$ cat config.mk
export PLATFORM = sky130hd
export DESIGN_NAME = spi_burst_master
export DESIGN_NICKNAME = d
export VERILOG_FILES = /design/src/rtl/spi_burst_pkg.sv /design/src/rtl/spi_clkdiv.sv /design/src/rtl/spi_byte_shifter.sv /design/src/rtl/spi_burst_buf.sv /design/src/rtl/spi_burst_master.sv
export SDC_FILE = /design/constraint.sdc
export NUM_CORES = 1
export LEC_CHECK = 0
export BUFFER_PORTS_ARGS = -buffer_cell sky130_fd_sc_hd__buf_2
export CORE_UTILIZATION = 40
export DETAILED_ROUTE_END_ITERATION = 10
export MAX_ROUTING_LAYER = met4
export SLEW_MARGIN = 10
export SYNTH_ARGS = -nofsm -noshare
export SYNTH_HDL_FRONTEND = slang
export SYNTH_HIERARCHICAL = 1
export SYNTH_SLANG_ARGS = --single-unit
$ cat constraint.sdc
create_clock -name clk -period 3.59 [get_ports clk]
set_input_delay 0 -clock clk [delete_from_list [all_inputs] [get_ports clk]]
set_output_delay 0 -clock clk [all_outputs]
set_load 0.005 [all_outputs]
$ cat src/rtl/spi_burst_pkg.sv
package spi_burst_pkg;
  localparam int CTRL_OFS  = 0;
  localparam int BYTE_OFS  = 4;
  localparam int BURST_OFS = 8;
  localparam int CS_BIT    = 2;
  localparam int DIV_LSB   = 8;
  localparam int BUSY_BIT  = 31;

  typedef enum logic [1:0] {
    SZ_NONE  = 2'd0,
    SZ_BYTE  = 2'd1,
    SZ_SHORT = 2'd2,
    SZ_FULL  = 2'd3
  } xfer_size_e;
endpackage

$ cat src/rtl/spi_clkdiv.sv
module spi_clkdiv #(
  parameter int DIV_W = 8
) (
  input  logic             clk,
  input  logic             rst,
  input  logic             clr,
  input  logic             en,
  input  logic [DIV_W-1:0] div,
  output logic             tick
);
  logic [DIV_W-1:0] cnt;

  assign tick = en && (cnt == div);

  always_ff @(posedge clk) begin
    if (rst || clr) cnt <= '0;
    else if (en) cnt <= (cnt == div) ? '0 : cnt + 1'b1;
  end
endmodule

$ cat src/rtl/spi_byte_shifter.sv
module spi_byte_shifter (
  input  logic       clk,
  input  logic       rst,
  input  logic       load,
  input  logic [7:0] load_byte,
  input  logic       tick,
  input  logic       miso,
  output logic       sclk,
  output logic       mosi,
  output logic [7:0] rx_byte,
  output logic       done
);
  logic [7:0] sr;
  logic       samp;
  logic [2:0] bcnt;

  assign mosi    = sr[7];
  assign rx_byte = sr;

  always_ff @(posedge clk) begin
    if (rst) begin
      sr   <= '0;
      sclk <= 1'b0;
      samp <= 1'b0;
      bcnt <= '0;
      done <= 1'b0;
    end else begin
      done <= 1'b0;
      if (load) begin
        sr   <= load_byte;
        sclk <= 1'b0;
        bcnt <= '0;
      end else if (tick) begin
        if (!sclk) begin
          sclk <= 1'b1;
          samp <= miso;
        end else begin
          sclk <= 1'b0;
          sr   <= {sr[6:0], samp};
          bcnt <= bcnt + 1'b1;
          done <= (bcnt == 3'd7);
        end
      end
    end
  end
endmodule

$ cat src/rtl/spi_burst_buf.sv
module spi_burst_buf #(
  parameter int NREG   = 4,
  parameter int WORD_W = 64
) (
  input  logic                             clk,
  input  logic                             rst,
  input  logic                             sw_we,
  input  logic [$clog2(NREG)-1:0]          sw_sel,
  input  logic [WORD_W-1:0]                sw_data,
  input  logic [$clog2(NREG)-1:0]          rd_sel,
  output logic [WORD_W-1:0]                rd_word,
  input  logic                             eng_we,
  input  logic [$clog2(NREG*WORD_W/8)-1:0] eng_wr_idx,
  input  logic [7:0]                       eng_wr_byte,
  input  logic [$clog2(NREG*WORD_W/8)-1:0] eng_rd_idx,
  output logic [7:0]                       eng_rd_byte
);
  localparam int BPW    = WORD_W / 8;
  localparam int IDX_W  = $clog2(NREG * BPW);
  localparam int SEL_W  = $clog2(NREG);
  localparam int LANE_W = $clog2(BPW);

  logic [WORD_W-1:0] mem [NREG];

  logic [SEL_W-1:0]  wr_word, rd_word_sel;
  logic [LANE_W-1:0] wr_lane, rd_lane;

  assign wr_word     = eng_wr_idx[IDX_W-1:LANE_W];
  assign wr_lane     = eng_wr_idx[LANE_W-1:0];
  assign rd_word_sel = eng_rd_idx[IDX_W-1:LANE_W];
  assign rd_lane     = eng_rd_idx[LANE_W-1:0];

  assign rd_word     = mem[rd_sel];
  assign eng_rd_byte = mem[rd_word_sel][{rd_lane, 3'b000} +: 8];

  for (genvar w = 0; w < NREG; w++) begin : g_word
    always_ff @(posedge clk) begin
      if (rst) mem[w] <= '0;
      else if (eng_we && wr_word == SEL_W'(w)) mem[w][{wr_lane, 3'b000} +: 8] <= eng_wr_byte;
      else if (sw_we && sw_sel == SEL_W'(w)) mem[w] <= sw_data;
    end
  end
endmodule

$ cat src/rtl/spi_burst_master.sv
module spi_burst_master
  import spi_burst_pkg::*;
#(
  parameter int NREG   = 4,
  parameter int WORD_W = 64,
  parameter int DIV_W  = 8,
  parameter int ADDR_W = 6
) (
  input  logic              clk,
  input  logic              rst,
  input  logic              reg_wr,
  input  logic              reg_rd,
  input  logic [ADDR_W-1:0] reg_addr,
  input  logic [WORD_W-1:0] reg_wdata,
  output logic [WORD_W-1:0] reg_rdata,
  output logic              spi_sclk,
  output logic              spi_mosi,
  input  logic              spi_miso,
  output logic              spi_cs_n
);
  localparam int BPW    = WORD_W / 8;
  localparam int TOTAL  = NREG * BPW;
  localparam int IDX_W  = $clog2(TOTAL);
  localparam int SEL_W  = $clog2(NREG);
  localparam int LANE_W = $clog2(BPW);
  localparam logic [ADDR_W-1:0] A_CTRL = ADDR_W'(CTRL_OFS);
  localparam logic [ADDR_W-1:0] A_BYTE = ADDR_W'(BYTE_OFS);
  localparam logic [ADDR_W-1:0] A_BASE = ADDR_W'(BURST_OFS);
  localparam logic [ADDR_W-1:0] A_END  = ADDR_W'(BURST_OFS + TOTAL);

  // register state
  logic             running, single_mode, cs_n_q;
  logic [IDX_W-1:0] byte_idx, last_idx;
  logic [DIV_W-1:0] div_q;
  logic [7:0]       single_q;

  // decode
  logic             is_ctrl, is_byte, burst_hit;
  logic [SEL_W-1:0] burst_sel;
  logic [ADDR_W-1:0] burst_off;
  xfer_size_e       cmd_size;

  assign is_ctrl   = (reg_addr == A_CTRL);
  assign is_byte   = (reg_addr == A_BYTE);
  assign burst_off = reg_addr - A_BASE;
  assign burst_hit = (reg_addr >= A_BASE) && (reg_addr < A_END) &&
                     (reg_addr[LANE_W-1:0] == '0);
  assign burst_sel = burst_off[LANE_W +: SEL_W];
  assign cmd_size  = xfer_size_e'(reg_wdata[1:0]);

  // engine control
  logic             ctrl_ok, start, sh_done, done_evt, last, load, tick_en, tick, use_single;
  logic [IDX_W-1:0] rd_idx;
  logic [7:0]       buf_tx, load_byte, rx_byte;
  logic [WORD_W-1:0] buf_word;

  assign ctrl_ok    = reg_wr && is_ctrl && !running;
  assign start      = ctrl_ok && (cmd_size != SZ_NONE);
  assign done_evt   = running && sh_done;
  assign last       = (byte_idx == last_idx);
  assign load       = start || (done_evt && !last);
  assign rd_idx     = start ? '0 : byte_idx + 1'b1;
  assign use_single = start ? (cmd_size == SZ_BYTE) : single_mode;
  assign load_byte  = use_single ? single_q : buf_tx;
  assign tick_en    = running && !sh_done && !load;

  spi_clkdiv #(.DIV_W(DIV_W)) u_div (
    .clk(clk), .rst(rst), .clr(load || !running), .en(tick_en),
    .div(div_q), .tick(tick)
  );

  spi_byte_shifter u_shift (
    .clk(clk), .rst(rst), .load(load), .load_byte(load_byte), .tick(tick),
    .miso(spi_miso), .sclk(spi_sclk), .mosi(spi_mosi), .rx_byte(rx_byte),
    .done(sh_done)
  );

  spi_burst_buf #(.NREG(NREG), .WORD_W(WORD_W)) u_buf (
    .clk(clk), .rst(rst),
    .sw_we(reg_wr && burst_hit && !running), .sw_sel(burst_sel), .sw_data(reg_wdata),
    .rd_sel(burst_sel), .rd_word(buf_word),
    .eng_we(done_evt && !single_mode), .eng_wr_idx(byte_idx), .eng_wr_byte(rx_byte),
    .eng_rd_idx(rd_idx), .eng_rd_byte(buf_tx)
  );

  always_ff @(posedge clk) begin
    if (rst) begin
      running     <= 1'b0;
      single_mode <= 1'b0;
      byte_idx    <= '0;
      last_idx    <= '0;
      cs_n_q      <= 1'b1;
      div_q       <= '0;
      single_q    <= '0;
    end else begin
      if (ctrl_ok) begin
        cs_n_q <= ~reg_wdata[CS_BIT];
        div_q  <= reg_wdata[DIV_LSB +: DIV_W];
      end
      if (start) begin
        running     <= 1'b1;
        single_mode <= (cmd_size == SZ_BYTE);
        byte_idx    <= '0;
        case (cmd_size)
          SZ_SHORT: last_idx <= IDX_W'(BPW - 1);
          SZ_FULL:  last_idx <= IDX_W'(TOTAL - 1);
          default:  last_idx <= '0;
        endcase
      end else if (done_evt) begin
        if (last) running <= 1'b0;
        else      byte_idx <= byte_idx + 1'b1;
      end
      if (reg_wr && is_byte && !running) single_q <= reg_wdata[7:0];
      else if (done_evt && single_mode)  single_q <= rx_byte;
    end
  end

  assign spi_cs_n = cs_n_q;

  always_ff @(posedge clk) begin
    if (rst) reg_rdata <= '0;
    else if (reg_rd) begin
      reg_rdata <= '0;
      if (is_ctrl) begin
        reg_rdata[BUSY_BIT]              <= running;
        reg_rdata[CS_BIT]                <= ~cs_n_q;
        reg_rdata[DIV_LSB +: DIV_W]      <= div_q;
      end else if (is_byte) begin
        reg_rdata[7:0] <= single_q;
      end else if (burst_hit) begin
        reg_rdata <= buf_word;
      end
    end
  end
endmodule

### Word-level counts from Yosys, hierarchy flattened

Memory sizes are Yosys's and may differ from the RTL's.
Cells that the tools add are included.

| storage, ports and cells | value |
|---|---|
| memories | 1 |
| memory bits (writable) | 256 |
| input bits | 75 |
| bits in registers | 115 |
| word-level logic and storage cells | 1172 |
| output and inout port bits | 67 |

| operators by class | value |
|---|---|
| bitwise operators | 518 |
| $lt $le $gt $ge | 2 |
| multiplexer cells | 566 |
| reductions and logical operators | 50 |
| add/subtract/negate cells | 5 |
| shift-type cells | 3 |
| equal/unequal tests | 13 |

Memory list:

| memory | words | width | read ports | clocked after memory_dff | write ports | line | RTL |
|---|---|---|---|---|---|---|---|
| u_buf.mem | 4 | 64 | 2 | 0 | 4 | spi_burst_buf.sv:23 | `logic [WORD_W-1:0] mem [NREG];` |

Operators by type and width:

| operator | number |
|---|---|
| $mux 1 | 545 |
| $or 1x1->1 | 512 |
| $mux 64 | 5 |
| $mux 8 | 9 |
| $shift 8x8->64 const A | 1 |
| $shiftx 64x7->8 | 1 |
| $shiftx 8x8->64 | 1 |
| $mux 56 | 1 |
| $mux 32 | 1 |
| $logic_and 1x1->1 | 24 |
| $mux 15 | 1 |
| $eq 2x2->1 const B | 6 |
| $reduce_bool 2->1 | 6 |
| $mux 5 | 2 |
| $pmux 5 s2 | 1 |
| $add 8x1->8 const B | 1 |
| $eq 8x8->1 | 1 |
| $neg 6->8 | 1 |
| $reduce_and 2->1 | 4 |
| $eq 2x1->1 const B | 3 |
| $eq 6x3->1 const B | 1 |
| $ge 6x4->1 const B | 1 |
| $logic_not 6->1 | 1 |
| $lt 6x6->1 const B | 1 |
| 14 further kinds | 27 |

### Logic depth before layout (Yosys ltp)

Gate-level depths: netlist of the first run.

| logic depth | value |
|---|---|
| depth after elaboration | 11 |
| mapped depth | 12 |
| gate-level depth less buffers | 10 |

### Modules after synthesis

Netlist of the first run, hierarchy kept.

By module, submodules not included:

| module | cells each | area each (um^2) | times used | sequential area each (um^2) |
|---|---|---|---|---|
| spi_burst_buf | 952 | 14949.3 | 1 | 7687.4 |
| spi_burst_master | 460 | 3952.5 | 1 | 1801.7 |
| spi_byte_shifter | 72 | 763.2 | 1 | 280.3 |
| spi_clkdiv | 48 | 454.2 | 1 | 160.2 |

### Worst setup path before layout of the first run

No wires, ideal clock.

| path | value |
|---|---|
| path kind | reg-to-reg |
| from | register running |
| to | register u_shift.sr[0] (netlist: u_shift/rx_byte[0]) |
| setup time | 0.136 ns |
| data arrival time | 3.319 ns |
| stages on the path, launching flop included | 13 |
| setup slack | 0.135 ns |
| cell sequence | dfxtp_1 > clkbuf_1 > or4b_1 > nor3_2 > nor2_1 > buf_6 > buf_4 > mux4_2 > mux4_2 > mux2_2 > mux2_2 > nor2b_1 > a2111oi_2 |

RTL lines:

| item | line | RTL |
|---|---|---|
| start: declaration | spi_burst_master.sv:32 | `logic running, single_mode, cs_n_q;` |
| start signal: assignment | spi_burst_master.sv:88 | `running <= 1'b0;` |
| start signal: assignment | spi_burst_master.sv:101 | `running <= 1'b1;` |
| start signal: assignment | spi_burst_master.sv:110 | `if (last) running <= 1'b0;` |
| $logic_not 1->1 | spi_burst_master.sv:57 | `assign ctrl_ok = reg_wr && is_ctrl && !running;` |
| $logic_and 1x1->1 | spi_burst_master.sv:57 |  |
| $logic_and 1x1->1 | spi_burst_master.sv:58 | `assign start = ctrl_ok && (cmd_size != SZ_NONE);` |
| $mux 5 | spi_burst_master.sv:62 | `assign rd_idx = start ? '0 : byte_idx + 1'b1;` |
| net rd_idx[4] | spi_burst_master.sv:53 | `logic [IDX_W-1:0] rd_idx;` |
| $mem_v2 4x64 | n/a |  |
| $shiftx 64x7->8 | spi_burst_buf.sv:34 | `assign eng_rd_byte = mem[rd_word_sel][{rd_lane, 3'b000} +: 8];` |
| net buf_tx[0] | spi_burst_master.sv:54 | `logic [7:0] buf_tx, load_byte, rx_byte;` |
| $mux 8 | spi_burst_master.sv:64 | `assign load_byte = use_single ? single_q : buf_tx;` |
| net load_byte[0] | spi_burst_master.sv:54 |  |
| $mux 8 | spi_byte_shifter.sv:29 | `if (load) begin` |
| end signal: assignment | spi_byte_shifter.sv:30 | `sr <= load_byte;` |
| end signal: assignment | spi_byte_shifter.sv:39 | `sr <= {sr[6:0], samp};` |
| end: declaration | spi_byte_shifter.sv:13 | `logic [7:0] sr;` |

The timed path passes the listed nets, and every way through them passes these cells.
A chain may end at the register's enable or synchronous reset.

### Worst setup path after layout of the first run

| path | value |
|---|---|
| from | register running |
| to | register u_shift.sr[2] (netlist: u_shift/rx_byte[2]) |

The elaborated chain is that of the path after synthesis.

==> impl_summary.log, run 1 <==
[metrics] average detailed-routed wire length per instance: between 30 and 40 um
[metrics] worst path required time: 4.03 ns
[metrics] clock sinks: roughly 370
[metrics] time the final worst path needs with I/O delays and setup: approximately 3.5 ns
[metrics] distinct cell type count of the synthesized netlist: between 70 and 80
[metrics] power density relative to cell area: roughly 420 mW/mm^2
[metrics] cell area after synthesis: ~0.020 sq mm
[metrics] TritonCTS clock tree: yes
[metrics] Residual DRC: 0
[metrics] Clock Skews: roughly 0.014 ns
[metrics] Synth Register Bits: 368
[metrics] Final Routed Wirelength: roughly 76000 um
[metrics] cell taking the most area after synthesis: edfxtp_1
[metrics] clock latency on the worst-skew pair: 0.58 ns
[metrics] number of antenna-violating nets in the routed design: 0
[metrics] count of port buffers added during placement: 141
[metrics] floorplan die height: 226.3 um
[metrics] global-route wire length before repair: around 110000 um
[metrics] data arrival time at the worst-slack endpoint: between 3 and 4 ns
[metrics] dominant register cell in the synthesized netlist: edfxtp_1
[metrics] instance area at placement: about 0.022 sq mm
[metrics] number of top-level design ports: around 140
[metrics] final hold vios: 0
[metrics] number of placement rows: just over 80
[metrics] actual slew at the worst max-slew pin: approximately 1.2 ns
[metrics] Syn. warnings: 6
[metrics] fraction of layout cells with a size suffix above 1: between 20 and 30%
[metrics] Initial Utilization: 40.85%
[metrics] leading post-synthesis cells by instance count: edfxtp_1 (256), a22o_1 (163), mux4_2 (144), dfxtp_1 (112), clkbuf_1 (106)
[metrics] met2 capacity usage during global routing: 44.90%
[metrics] power consumption: about 10 mW
[metrics] via count of the first global-routing pass: between 15000 and 20000
[metrics] kind of path behind the tightest hold check: input pin to register
[metrics] count of pins over their slew limit: 0
[metrics] biggest cell delay along the critical path: around 0.56 ns
[metrics] Peak VDD IR: just under 0.0003 V
[metrics] Die Wd: about 230 um
[metrics] busiest grt layer: met2
[metrics] number of flops mapped to enable cells by yosys: 256
[metrics] placer's final routability congestion estimate: 0.9494
[metrics] Max Cap Violations: 0
[metrics] n_diodes: 0
[metrics] Synth async-reset ratio: 0%
[metrics] setup repair after global routing missed its margin: no
[metrics] number of nets in the finished design: 1814
[metrics] total non-filler cell area in the finished layout: around 0.024 sq mm
[metrics] highest attainable clock frequency: 286.7 MHz
[metrics] worst-path cell with the longest stage delay: mux4_2
[metrics] count of placed standard cells including taps: between 2000 and 2500
[metrics] maximum root-to-sink buffer count: 3
[metrics] overall via count from detail_route: 16324
[metrics] setup slack of the critical path after layout: around 0.10 ns
[metrics] half-perimeter wire length after detailed placement: about 52000 um
[metrics] top-area cell type share of the netlist area: approximately two fifths
[metrics] total congestion overflow: 0
[metrics] peak fanout along the critical path: 10
[metrics] fraction of power consumed by the clock network: 43.4%
[metrics] mean instance size in the synthesized netlist: ~13 sq um
[metrics] Vias per Instance: 6.729
[metrics] Pre-antenna DRT Iters: 6
[metrics] synthesized netlist net count: 1617
[metrics] clock-pin transition on the worst setup and hold timing paths: 0.06 ns
[metrics] Net Sw Power: around 2.4 mW
[metrics] layout-stage area growth over the synthesis result: 19.38%
[metrics] non-filler cells, final: around 2400
[metrics] Post-Place Setup Slack: -0.2141 ns
[metrics] Iter 0 DRT Violations: about 2400
[metrics] floorplan die area: between 0.05 and 0.06 sq mm
[metrics] Switching Fraction: around a quarter
[metrics] met3 Track Usage GR: under 10%
[metrics] Critical Path Sink Type: register
[metrics] # fillers: 4290
[metrics] Final setup viols: 0
[metrics] cell types with the largest area share after synthesis: edfxtp_1 (38%), mux4_2 (16%), dfxtp_1 (11%)
[metrics] clock root buffer: clkbuf_16
[metrics] Cell Int Power: about 7.6 mW
[metrics] part of the power in registers: 48.4%
[metrics] static leakage: 8.224 nW
[metrics] CTS Buf Count: 42
[metrics] type of origin of the critical path: register
[metrics] CP Class: register to register
[metrics] combinational group share of total power: 8.2%
[metrics] count of H-tree levels built during CTS: 2
[metrics] fraction of the cycle the final worst path needs: about 97%
[metrics] total global-route track usage: between 30 and 40%
[metrics] top-count cell post-synth: edfxtp_1
[metrics] result of the run: finished, final reports clean
[metrics] met1 GRT Util: ~41%
[metrics] largest net degree at the start of global routing: 75
[metrics] area of the core: between 0.04 and 0.05 sq mm
[metrics] sequential share of the synthesized area: 49.35%
[metrics] initial antenna violation count: 0
[metrics] cells along the critical path: or4b_4 > nor3_4 > buf_6 > nor2_4 > buf_12 > buf_4 > mux4_2 > mux4_2 > mux2_2 > mux2_2 > nor2b_1 > a2111oi_2
[metrics] Slew HR: 17.09%
[metrics] cell count after synthesis: between 1500 and 2000
-- critical path, delay by kind of cell (launching register included) --
family                 cells  cell delay [ns]
DFF                        1             0.31
and+or+nand+nor            4             0.95
muxes                      4             1.56
buffers and inverters      3             0.46
AOI/OAI and AO/OA          1             0.06
-- path summary, 6_finish.rpt --
check / depth (start not counted) / slack, ns / end / startpoint
max: 12 / 0.10 / u_shift/rx_byte[2]$_SDFFE_PP0P_ / running$_SDFFE_PP0P_
min: 6 / 0.05 / div_q[2]$_SDFFE_PP0P_ / reg_addr[3]
max reg2reg: 12 / 0.10 / u_shift/rx_byte[2]$_SDFFE_PP0P_ / running$_SDFFE_PP0P_
min reg2reg: 2 / 0.46 / reg_rdata[35]$_SDFFE_PP0P_ / reg_rdata[35]$_SDFFE_PP0P_
-- power by group through the flow --
stage          logic [mW]  registers [mW]  clock network (mW)
2_1_floorplan       0.431            4.83                   0
3_3_place_gp        0.735            4.93                   0
3_5_place_dp        0.741            4.92                   0
4_1_cts             0.809            4.83                4.39
5_1_grt             0.853            4.85                4.54
6_report            0.821            4.84                4.34
-- per-stage QoR --
stage,utilization (%),TNS (ns),hold WS [ns]
5_1_grt,48.76,0,0.06418
6_report,48.76,0,0.04599
4_1_cts,48.65,0,0.02999
2_1_floorplan,-,0,0.1341
3_3_place_gp,44.17,-0.5441,0.2846
3_5_place_dp,44.17,-1.228,0.2834
-- timing repair --
action / 4_1_cts / 5_1_grt
buffers inserted: 6 / 3
gates resized for setup: 0 / 6
endpoints found under the setup margin: 8 / 8
hold buffers: 78 / 0
cloned: 0 / 1
pin swaps: 1 / 2
hold endpoints to repair: 298 / 0
-- logic make-up after synthesis --
group	after synthesis	share of synthesized area (%)
AO/OA/AOI/OAI	424	17.34
AND/OR/NAND/NOR	369	10.72
flip-flops	368	49.35
buffers and inverters	178	3.924
multiplexers	162	17.11
XOR/XNOR	20	0.8707
adder cells (fa/ha/maj)	11	0.6716
-- flip-flops by register name (all words and copies together) (netlist names), 2 cells and up --
| register | count |
|---|---|
| u_buf/mem | 256 |
| u_shift/bcnt | 3 |
| div_q | 8 |
| last_idx | 2 |
| u_shift/rx_byte | 8 |
| byte_idx | 5 |
| u_div/cnt | 8 |
| reg_rdata | 64 |
| single_q | 8 |
-- cell usage in the layout (no fill, tap or decap), types with 59 or more instances in the layout --
cell | netlist | final
nand3_1 | 75 | 75
buf_4 | 8 | 93
a22o_1 | 163 | 163
a21oi_1 | 67 | 67
mux4_2 | 144 | 144
nand2b_1 | 59 | 59
edfxtp_1 | 256 | 256
dfxtp_1 | 112 | 112
buf_2 | 15 | 139
nand2_1 | 59 | 59
dlygate4sd3_1 | 0 | 78
-- final cells by class --
class	count	area (sq um)	area share [%]
clock buffers	61	1236	5.147
well taps	664	830.8	3.459
flip-flops and latches	368	9930	41.34
inverters	10	40.04	0.1667
multi-input cells	987	9489	39.51
clock inverters	16	135.1	0.5626
repair buffers	320	2357	9.815
-- layer usage --
layer	vias to the layer above	routed length, um
met5	-	0
met4	0	2564
met3	162	9261
li1	6688	-
met2	1210	34190
met1	8264	29530
(Power assumes the default switching activity.)
==> inputs of run 2 (changes only) <==
- RECOVER_POWER: not set -> 100
==> run 2 against run 1 <==
Against the previous run:
- clock skew up 0.0029 ns
- fmax down 0.25%
- combinational power down 1%
- global-route usage unchanged
- total power down 0.17%
- sequential share of layout area up 0.38 points
- wire length about the same
==> impl_summary.log, run 2 (synthesis gave the netlist of run 1 again) <==
[metrics] Final Routed Wirelength: 75490 um
[metrics] fraction of layout cells with a size suffix above 1: about 26%
[metrics] n_diodes: 0
[metrics] half-perimeter wire length after detailed placement: about 52000 um
[metrics] placer's final routability congestion estimate: about 0.95
[metrics] floorplan die height: between 200 and 250 um
[metrics] count of buffering cells on the critical path with inverters included: 3
[metrics] CP Class: register to register
[metrics] count of pins over their slew limit: 0
[metrics] fraction of the cycle the final worst path needs: a little over nine tenths
[metrics] Reg-to-Reg Start: running$_SDFFE_PP0P_
[metrics] count of port buffers added during placement: around 140
[metrics] static leakage: 7.954 nW
[metrics] type of origin of the critical path: register
[metrics] CP Depth: 12
[metrics] capturing instance or port of the critical path: u_shift/rx_byte[2]$_SDFFE_PP0P_
[metrics] instance area at placement: around 0.022 sq mm
[metrics] count of cells along the worst register-to-register path: 12
[metrics] # fillers: ~4400
[metrics] global-route wire length before repair: roughly 110000 um
[metrics] layout-stage area growth over the synthesis result: 18.30%
[metrics] Initial Utilization: 40.85%
[metrics] max FFs per register: around 260
[metrics] clock latency on the worst-skew pair: 0.58 ns
[metrics] worst-path cell with the longest stage delay: mux4_2
[metrics] detailed-routing wirelength on met1: between 20000 and 30000 um
[metrics] Crit Reg-Reg Endpoint: u_shift/rx_byte[2]$_SDFFE_PP0P_
[metrics] Residual DRC: 0
[metrics] setup repair after global routing missed its margin: no
[metrics] biggest cell delay along the critical path: roughly 0.56 ns
[metrics] hold slack final: 0.1652 ns
[metrics] Final setup viols: 0
[metrics] maximum root-to-sink buffer count: 3
[metrics] top sig layer: met4
[metrics] CTS Buf Count: 42
[metrics] initial antenna violation count: 0
[metrics] overall via count from detail_route: ~16000
[metrics] setup slack of the critical path after layout: roughly 0.093 ns
[metrics] average detailed-routed wire length per instance: roughly 31 um
[metrics] cells along the critical path: or4b_4 > nor3_2 > buf_6 > nor2_4 > buf_12 > buf_4 > mux4_2 > mux4_2 > mux2_2 > mux2_2 > nor2b_1 > a2111oi_2
[metrics] actual slew at the worst max-slew pin: 1.307 ns
[metrics] via count of the first global-routing pass: 15269
[metrics] register with the most flip-flops: u_buf/mem
[metrics] clock-pin transition on the worst setup and hold timing paths: about 0.060 ns
[metrics] largest registers: u_buf/mem (256), reg_rdata (64)
[metrics] Iter 0 DRT Violations: around 2300
[metrics] Critical Path Sink Type: register
[metrics] clock sinks: approximately 370
[metrics] count of H-tree levels built during CTS: 2
[metrics] Max Cap Violations: 0
[metrics] final hold vios: 0
[metrics] power density relative to cell area: approximately 420 mW/mm^2
[metrics] Die Wd: roughly 230 um
[metrics] data arrival time at the worst-slack endpoint: roughly 3.9 ns
[metrics] launching element of the worst setup path: running$_SDFFE_PP0P_
[metrics] Pre-antenna DRT Iters: 5
[metrics] total congestion overflow: 0
[metrics] Slew HR: approximately an eighth
[metrics] Post-Place Setup Slack: -0.2141 ns
[metrics] TritonCTS clock tree: yes
[metrics] kind of path behind the tightest hold check: input pin to register
[metrics] number of antenna-violating nets in the routed design: 0
[metrics] Peak VDD IR: approximately 0.00030 V
[metrics] power consumption: 9.990 mW
[metrics] floorplan die area: slightly above 0.05 sq mm
[metrics] highest attainable clock frequency: around 290 MHz
[metrics] sum of negative setup slack: 0 ns
[metrics] total non-filler cell area in the finished layout: around 0.024 sq mm
[metrics] number of nets in the finished design: about 1800
[metrics] time the final worst path needs with I/O delays and setup: 3.497 ns
[metrics] result of the run: finished, final reports clean
[metrics] detailed-routed wire length on met3: approximately 9800 um
[metrics] area of the core: about 0.049 sq mm
[metrics] metal2 WL: between 30000 and 40000 um
[metrics] largest net degree at the start of global routing: 75
[metrics] number of placement rows: slightly above 80
[metrics] slack of the worst reg-to-reg path: between 0.09 and 0.1 ns
[metrics] most frequent standard cell in the layout excluding fill and tap cells: edfxtp_1
[metrics] peak fanout along the critical path: 10
[metrics] cell class contributing the biggest share of worst-path delay: multiplexers
[metrics] clock root buffer: clkbuf_16
[metrics] total global-route track usage: a little under a third
[metrics] highest-count cells in the layout ignoring fill and taps: edfxtp_1 (256), a22o_1 (163), mux4_2 (144), dfxtp_1 (112), buf_2 (94)
[metrics] Clock Skews: roughly 0.017 ns
[metrics] Vias per Instance: roughly 6.7
[metrics] worst path required time: approximately 4 ns
[metrics] number of top-level design ports: 142
## run 2: final cells by class
type	count	area, sq um	share of cell area [%]
Clock inverter	16	135.1	0.5677
Tap cell	664	830.8	3.491
Clock buffer	61	1236	5.194
Timing Repair Buffer	320	2205	9.262
Sequential cell	368	9930	41.72
Multi-Input combinational cell	987	9425	39.60
Inverter	10	40.04	0.1682
## run 2: per-stage QoR
stage / utilization [%] / cells
6_report: 48.32 / 2426
5_1_grt: 48.32 / 2426
4_1_cts: 48.65 / 2422
3_5_place_dp: 44.17 / 2261
3_3_place_gp: 44.17 / 2261
2_1_floorplan: - / 1532
## run 2: worst min-delay path by stage
stage	start	end	slack [ns]	cells past startpoint
2_1_floorplan	reg_wdata[2]	spi_cs_n$_SDFFE_PP1P_	0.13	1
4_1_cts	reg_addr[3]	div_q[4]$_SDFFE_PP0P_	0.03	6
5_1_grt	reg_addr[5]	spi_cs_n$_SDFFE_PP1P_	0.16	4
3_3_place_gp	spi_miso	u_shift/samp$_SDFFE_PP0P_	0.28	3
3_5_place_dp	spi_miso	u_shift/samp$_SDFFE_PP0P_	0.28	3
6_report	reg_addr[3]	running$_SDFFE_PP0P_	0.17	7
## run 2: power by group
group          leakage, nW  internal (mW)  switching [mW]  total, mW
clock network        0.681           2.54            1.80       4.34
registers             3.38           4.70           0.145       4.84
logic                 3.90          0.360           0.451      0.811
## run 2: per-layer routing
| layer | global-route usage (%) | vias to the layer above |
|---|---|---|
| li1 | - | 6691 |
| met1 | 40.89 | 8192 |
| met2 | 44.90 | 1261 |
| met3 | 6.959 | 175 |
| met4 | 9.547 | 0 |
| met5 | - | - |
## run 2: worst min-delay path, stage by stage
cell,delay (ns)
buf_2,0.10
or4b_4,0.12
nor3_2,0.05
buf_6,0.13
buf_4,0.12
nor2_1,0.08
a311oi_1,0.07
## run 2: what timing repair did
action,CTS,global route
cloned,0,1
endpoints found under the setup margin,8,8
pin swaps,1,2
hold buffers,78,0
hold endpoints to repair,298,0
buffers inserted,6,3
gates resized for setup,0,6
